**src/rtl/ecap_pkg.sv**
```systemverilog
package ecap_pkg;

  typedef enum logic [1:0] {
    ST_IDLE     = 2'd0,
    ST_READY    = 2'd1,
    ST_CAPTURED = 2'd2
  } capState_t;

  typedef struct packed {
    logic capture;
    logic clear;
  } ctrlStrobe_t;

endpackage

```
**src/rtl/ecap_dpath.sv**
```systemverilog
module ecap_dpath
  import ecap_pkg::*;
#(
  parameter int DATA_W      = 16,
  parameter int SYNC_STAGES = 2
) (
  input  logic              clk,
  input  logic              rstN,
  input  logic              syncIn,
  input  logic [DATA_W-1:0] dataIn,
  input  ctrlStrobe_t       strobe,
  output logic              syncEdge,
  output logic [DATA_W-1:0] capWord
);

  localparam int PIPE_W = SYNC_STAGES + 1;

  logic [PIPE_W-1:0] syncPipe;
  logic [DATA_W-1:0] capReg;

  // synchroniser stages plus one delay stage for edge detection
  always_ff @(posedge clk or negedge rstN) begin
    if (!rstN) syncPipe <= '0;
    else       syncPipe <= {syncPipe[PIPE_W-2:0], syncIn};
  end

  assign syncEdge = syncPipe[SYNC_STAGES-1] & ~syncPipe[SYNC_STAGES];

  always_ff @(posedge clk or negedge rstN) begin
    if (!rstN)               capReg <= '0;
    else if (strobe.clear)   capReg <= '0;
    else if (strobe.capture) capReg <= dataIn;
  end

  assign capWord = capReg;

  AST_EDGE_SINGLE: assert property (@(posedge clk) disable iff (!rstN)
    syncEdge |=> !syncEdge);
  AST_CAPTURE_LOADS: assert property (@(posedge clk) disable iff (!rstN)
    strobe.capture |=> capReg == $past(dataIn));
  AST_CLEAR_EMPTIES: assert property (@(posedge clk) disable iff (!rstN)
    strobe.clear |=> capReg == '0);
  AST_WORD_HELD: assert property (@(posedge clk) disable iff (!rstN)
    (!strobe.capture && !strobe.clear) |=> $stable(capReg));

endmodule

```
**src/rtl/ecap_ctrl.sv**
```systemverilog
module ecap_ctrl
  import ecap_pkg::*;
(
  input  logic        clk,
  input  logic        rstN,
  input  logic        armCmd,
  input  logic        readCmd,
  input  logic        syncEdge,
  output ctrlStrobe_t strobe,
  output logic        readyOut,
  output logic        irqOut
);

  capState_t curState, nextState;

  always_comb begin
    nextState = curState;
    unique case (curState)
      ST_IDLE:     if (armCmd)   nextState = ST_READY;
      ST_READY:    if (syncEdge) nextState = ST_CAPTURED;
      ST_CAPTURED: if (readCmd)  nextState = ST_READY;
      default:                   nextState = ST_IDLE;
    endcase
  end

  always_ff @(posedge clk or negedge rstN) begin
    if (!rstN) curState <= ST_IDLE;
    else       curState <= nextState;
  end

  always_comb begin
    strobe.capture = (curState == ST_READY) && syncEdge;
    strobe.clear   = (curState == ST_CAPTURED) && readCmd;
  end

  assign readyOut = (curState == ST_READY);
  assign irqOut   = (curState == ST_CAPTURED);

  AST_ARM_RAISES_READY: assert property (@(posedge clk) disable iff (!rstN)
    (!readyOut && !irqOut && armCmd) |=> readyOut);
  AST_EDGE_DROPS_READY: assert property (@(posedge clk) disable iff (!rstN)
    (readyOut && syncEdge) |=> (!readyOut && irqOut));
  AST_READ_REARMS: assert property (@(posedge clk) disable iff (!rstN)
    (irqOut && readCmd) |=> (readyOut && !irqOut));
  AST_ARM_WHILE_PENDING: assert property (@(posedge clk) disable iff (!rstN)
    (irqOut && !readCmd) |=> irqOut);
  AST_IDLE_SYNC_IGNORED: assert property (@(posedge clk) disable iff (!rstN)
    (!readyOut && !irqOut && !armCmd) |=> (!readyOut && !irqOut));
  AST_EXCLUSIVE: assert property (@(posedge clk) disable iff (!rstN)
    $onehot0({readyOut, irqOut}));

endmodule

```
**src/rtl/ecap_top.sv**
```systemverilog
module ecap_top
  import ecap_pkg::*;
#(
  parameter int DATA_W          = 16,
  parameter int SYNC_STAGES     = 2,
  parameter int READY_LIMIT_CYC = 250
) (
  input  logic              clk,
  input  logic              rstN,
  input  logic              armCmd,
  input  logic              readCmd,
  input  logic              syncIn,
  input  logic [DATA_W-1:0] dataIn,
  output logic              readyOut,
  output logic              irqOut,
  output logic [DATA_W-1:0] readData
);

  localparam int SYNC_TO_DROP_CYC = SYNC_STAGES + 1;
  localparam int READ_TO_READY_CYC = 1;

  generate
    if (SYNC_STAGES < 2) begin : g_badSync
      $error("ecap_top: SYNC_STAGES must be at least 2");
    end
    if (SYNC_TO_DROP_CYC > READY_LIMIT_CYC || READ_TO_READY_CYC > READY_LIMIT_CYC) begin : g_badLimit
      $error("ecap_top: handshake latency exceeds READY_LIMIT_CYC");
    end
  endgenerate

  ctrlStrobe_t strobe;
  logic        syncEdge;

  ecap_ctrl u_ctrl (
    .clk      (clk),
    .rstN     (rstN),
    .armCmd   (armCmd),
    .readCmd  (readCmd),
    .syncEdge (syncEdge),
    .strobe   (strobe),
    .readyOut (readyOut),
    .irqOut   (irqOut)
  );

  ecap_dpath #(
    .DATA_W      (DATA_W),
    .SYNC_STAGES (SYNC_STAGES)
  ) u_dpath (
    .clk      (clk),
    .rstN     (rstN),
    .syncIn   (syncIn),
    .dataIn   (dataIn),
    .strobe   (strobe),
    .syncEdge (syncEdge),
    .capWord  (readData)
  );

  AST_PENDING_NONZERO_OR_HELD: assert property (@(posedge clk) disable iff (!rstN)
    (!irqOut && !$past(irqOut)) |-> readData == '0);

endmodule

```
**config.mk**
```make
export PLATFORM = sky130hd
export DESIGN_NAME = ecap_top
export DESIGN_NICKNAME = d
export VERILOG_FILES = /design/src/rtl/ecap_pkg.sv /design/src/rtl/ecap_dpath.sv /design/src/rtl/ecap_ctrl.sv /design/src/rtl/ecap_top.sv
export SDC_FILE = /design/constraint.sdc
export NUM_CORES = 1
export LEC_CHECK = 0
export ABC_AREA = 1
export BUFFER_PORTS_ARGS = -buffer_cell sky130_fd_sc_hd__buf_2
export CELL_PAD_IN_SITES_DETAIL_PLACEMENT = 0
export CELL_PAD_IN_SITES_GLOBAL_PLACEMENT = 1
export CORE_MARGIN = 4
export CORE_UTILIZATION = 32
export DETAILED_ROUTE_END_ITERATION = 8
export PLACE_DENSITY = 0.85
export SYNTH_ARGS = -nofsm -noshare
export SYNTH_HDL_FRONTEND = slang
export SYNTH_SLANG_ARGS = --single-unit
```
**constraint.sdc**
```tcl
create_clock -name clk -period 1.6 [get_ports clk]
set_clock_uncertainty 0.15 [all_clocks]
set_input_delay 0.32 -clock clk [delete_from_list [all_inputs] [get_ports clk]]
set_output_delay 0.32 -clock clk [all_outputs]
set_load 0.01 [all_outputs]
```
---- Yosys cells after proc, flatten, opt, wreduce, memory -nomap -nowiden ----
Cells that the tools add are included.
cells by class
  add/subtract/negate cells ............... 0
  multipliers ............................. 0
  divide/modulo/power cells ............... 0
  order comparisons ....................... 0
  equal/unequal tests ..................... 5
  shift-type cells ........................ 0
  muxes and demuxes ....................... 6
  bitwise gates (word level) .............. 2
  reduce and logical (&&, ||, !) cells .... 5
operators by type and width
  operator              number
  $mux W16              2
  $mux W2               3
  $pmux W2 S3           1
  $ne A2 B2 Y1 const B  2
  $reduce_and A3 Y1     1
  $eq A2 B1 Y1 const B  1
  $eq A2 B2 Y1 const B  1
  $logic_and A1 B1 Y1   2
  $logic_not A2 Y1      1
  $ne A2 B1 Y1 const B  1
  $reduce_bool A2 Y1    1
  $and A1 B1 Y1         1
  $not A1 Y1            1
word-level totals
  register bits ........................... 21
  bits in latches ......................... 0
  memory bits (writable) .................. 0
  ROM bits ................................ 0
  input bits .............................. 21
  output and inout port bits .............. 18
  logic and storage cells ................. 21
  memories kept ........................... 0

---- Logic depth before layout (Yosys ltp) ----
  word-level depth ........................ 5
  gate-level depth with buffers ........... 6
  mapped depth without buffers ............ 5

---- By module ----
Synthesis repeated with hierarchy kept, for this count alone.
second synthesis, totals
  cell total of the unflattened synthesis .. 92
  area, all modules ....................... 850.8 um^2
by module, submodules not included
  module      times used  cells each  area each (um^2)  seq. area each (um^2)
  ecap_dpath  1           75          730.7             475.5
  ecap_ctrl   1           17          120.1             50.0

---- Least setup slack after synthesis ----
No wires, ideal clock.
  path type ............................... register to register
  start point ............................. reg u_ctrl.curState[0]
  end point ............................... reg u_dpath.capReg[10], in the netlist u_dpath.capWord[10]
  setup time .............................. 117 ps
  arrival time ............................ 950 ps
  required time ........................... 1333 ps
  path slack .............................. 382 ps
  cell stages (with the launch flop) ...... 7
  path buffers ............................ 1
  clock period less this slack ............ 1218 ps
  cell sequence ........................... dfrtp_1 > inv_2 > nor2_4 > nand2_4 > buf_6 > nand3_1 > nand2_1
between the ends
  cells in the longest elaborated chain, start to end .. 3
  elaborated cells on any way between the ends .. 6
  classes of those cells .................. 2 x eq/ne; 1 x mux; 3 x reduce/logical
ends and longest elaborated chain
  element                       line              text
  start, declared               ecap_ctrl.sv:14   capState_t curState, nextState;
  start signal, assigned        ecap_ctrl.sv:28   else curState <= nextState;
  $eq A2 B1 Y1                  -
  named net readyOut            ecap_top.sv:14    output logic readyOut,
  $logic_and A1 B1 Y1           ecap_ctrl.sv:32   strobe.capture = (curState == ST_READY) && syncEdge;
  $reduce_bool A2 Y1 (no line)  -
  end signal, assigned          ecap_dpath.sv:32  else if (strobe.capture) capReg <= dataIn;
  end, declared                 ecap_dpath.sv:19  logic [DATA_W-1:0] capReg;
The timed path passes the listed nets, and every way through them passes these cells.
A chain may end at the register's enable or synchronous reset.

---- Final worst setup path ----
  start point ............................. reg u_ctrl.curState[1]
  end point ............................... out readyOut
between the ends
  cells in the longest elaborated chain, start to end .. 1
ends and longest elaborated chain
  element        line             text
  $eq A2 B1 Y1   ecap_ctrl.sv:36  assign readyOut = (curState == ST_READY);
  end, declared  ecap_top.sv:14
No other way between the ends.

==> impl_metrics.tcl <==
set metrics [dict create \
    hpwl_microns 1450 \
    n_antenna_cell 0 \
    grt_pass1_wl_microns 3200 \
    grt_pass1_vias 725 \
    io_buffers 38 \
    setup_viol 0 \
    rows 18 \
    io_pins 39 \
    syn_nets 110 \
    nNetsFinal 154 \
    post-route-min-period_ns 1.53 \
    peakVddDrop_uv 947 \
    cp_num_buf_inv 1 \
    dp.cells 154 \
    maxSlewHeadroom_pct 69.9 \
    r2r-end "u_dpath.capWord[14]" \
    seq_area_frac_synth_pct 61.5 \
    hold_violations 0 \
    area_growth_pct 31.3 \
    p_per_area_nw_per_um2 1680 \
    cts_root_buffer "clkbuf_4" \
    p_total_uw 1890 \
    ys_ff_latch 21 \
    leakage_uw 0.000639 \
    yosysMostFrequentCell "nand2_1" \
    holdPathStages 3 \
    ys_warn_count 0 \
    setup_tns_ns 0 \
    finalNonFillerCells 162 \
    path_max_fanout 4 \
    synth_common_cells "nand2_1, dfrtp_1, nand3_1" \
    reg2reg_depth 4 \
    ys_types 17 \
    outcome "finished, final reports clean" \
    synth_area_leader_cell "dfrtp_1" \
    start_kind "flop" \
    critPathArrivalTime_ns 1.06 \
    synth_edf_count 0 \
    die_w_microns 59.7 \
    ys.flop_type "dfrtp_1" \
    detail-route-antenna-nets 0 \
    cp.depth 2 \
    clk_path_buf_depth 2 \
    fin_area_sq_um 1120 \
    cp.required_ns 1.13 \
    critPathKind "flop to primary output" \
    avgSynthCellArea_sq_um 9.60 \
    regToRegSetupSlack_ns 0.25 \
    clock_latency_ns 0.30 \
    cts.sinks 21 \
    synthesis.area_sq_um 855 \
    dpl_cell_area_sq_um 1060 \
    reg2reg_from "u_ctrl.curState[1]" \
    utilization_pct 44.5 \
    hold_end "u_dpath.capWord[9]" \
    cts_tree "yes" \
    wl_per_cell_microns 12.1 \
    drive_gt1_share_pct 39.4 \
    async_reset_ff_share_pct 100 \
    track_usage_pct 11.9 \
    synth_top_area_share_pct 61.5 \
    grt_remaining_overflow 0 \
    clk_pin_slew_ns 0.11 \
    cpPeakStageDelay_ns 0.46 \
    initial_core_util_pct 33.9 \
    finalCritPeriodShare_pct 95.4 \
    die-area_sq_um 3560 \
    drtIter0Drc 5 \
    fp.dieH_microns 59.7 \
    grt_max_degree 22 \
    synth_area_leaders "dfrtp_1, nand2_1, nand3_1" \
    cp_slowest_cell "dfrtp_2" \
    cp_cell_sequence "nor2_4 > buf_2" \
    final_max_slew_viol_count 0 \
    timing.fmax_mhz 655 \
    tightest_slew_ns 0.452 \
    crit_family "flip-flops" \
    gp_congestion 0.701 \
    viasPerCell 4.64 \
    cp-end-kind "primary output" \
    htree_levels 1 \
    hold_start "dataIn[9]" \
    vias 751 \
    dr.pass1.iters 3 \
    drcViolationCount 0 \
    routed_wl_microns 1960 \
    synth_cells 89 \
    core_area_sq_um 2520 \
    cts_buffers 3 \
    antenna_found_initial 0 \
    max_cap_violations 0 \
    hold_path_class "input pin to flop" \
]
[repair_timing]
item                                    in CTS  in global routing
setup buffers                                0                  2
endpoints found under the setup margin       1                  2
hold buffers                                 2                  0
hold endpoints to repair                    22                  0
resized for setup                            1                  1
[final cells by class]
type	count	area, sq um
Clock buffer	4	26.3
Fill cell	286	1400
Inverter	4	15.0
Multi-Input combinational cell	61	290
Sequential cell	21	528
Tap cell	30	37.5
Timing Repair Buffer	42	225
[flip-flops by register name (all words and copies together), names as in the netlist]
name / count
u_dpath.capWord: 16
u_dpath.syncPipe: 3
u_ctrl.curState: 2
[cell usage in the layout (no fill, tap or decap)]
cell type	Yosys	final
o21bai_1	1	1
dfrtp_2	0	2
nor3_1	1	1
nand3_2	1	1
dlygate4sd3_1	0	2
clkbuf_1	0	1
dfrtp_1	21	19
nor2_4	2	2
clkbuf_4	0	3
buf_2	1	38
nand2_4	1	1
nand2_2	1	1
nor2_1	2	2
buf_4	1	2
inv_1	2	2
nand2_1	34	34
o31ai_1	1	1
nand3_1	16	16
inv_2	2	2
o21ai_0	1	1
[per-layer routing]
metal	global-route usage, %	vias to the layer above	part of all wire (%)
met5	0	-	0
met4	5.70	0	1.5
met3	2.59	4	7.6
met2	19.6	21	50
met1	14.7	355	40
li1	-	371	-
[worst max path at each step]
stage | startpoint | end | slack, ns
6_report | u_ctrl.curState[1] | readyOut | 0.07
3_5_place_dp | u_ctrl.curState[0] | u_dpath.capWord[2] | 0.24
4_1_cts | u_ctrl.curState[1] | readyOut | 0.04
5_1_grt | u_ctrl.curState[1] | readyOut | -0.003
3_3_place_gp | u_ctrl.curState[0] | u_dpath.capWord[6] | 0.28
2_1_floorplan | u_ctrl.curState[0] | u_dpath.capWord[10] | 0.38
[per-stage QoR]
stage	hold WS, ns	setup WS, ns
final	0.0608	0.0737
after global routing	0.0468	-0.00290
after CTS	0.0545	0.0403
after detailed placement	0.149	0.236
after global placement	0.147	0.281
after floorplan	-0.126	0.382
[tightest hold or removal path, delay by kind of cell]
| family | cells | cell delay (ns) |
|---|---|---|
| simple gates | 2 | 0.09 |
| buf+inv | 1 | 0.07 |
[power breakdown]
| part | internal [uW] | leakage [uW] | total (uW) | switching (uW) |
|---|---|---|---|---|
| Sequential | 750 | 0.000260 | 879 | 129 |
| Clock | 97.1 | 0.0000150 | 249 | 152 |
| Combinational | 329 | 0.000365 | 763 | 434 |
[logic make-up (layout without fill, tap and decap cells)]
kind of cell	after synthesis	in the layout	share of synthesized area [%]
AO/OA/AOI/OAI	3	3	2.34
AND/OR/NAND/NOR	58	58	31.6
flip-flops	21	21	61.5
buffers and inverters	7	50	4.54
Note: power is estimated with default switching activity, not from simulation.
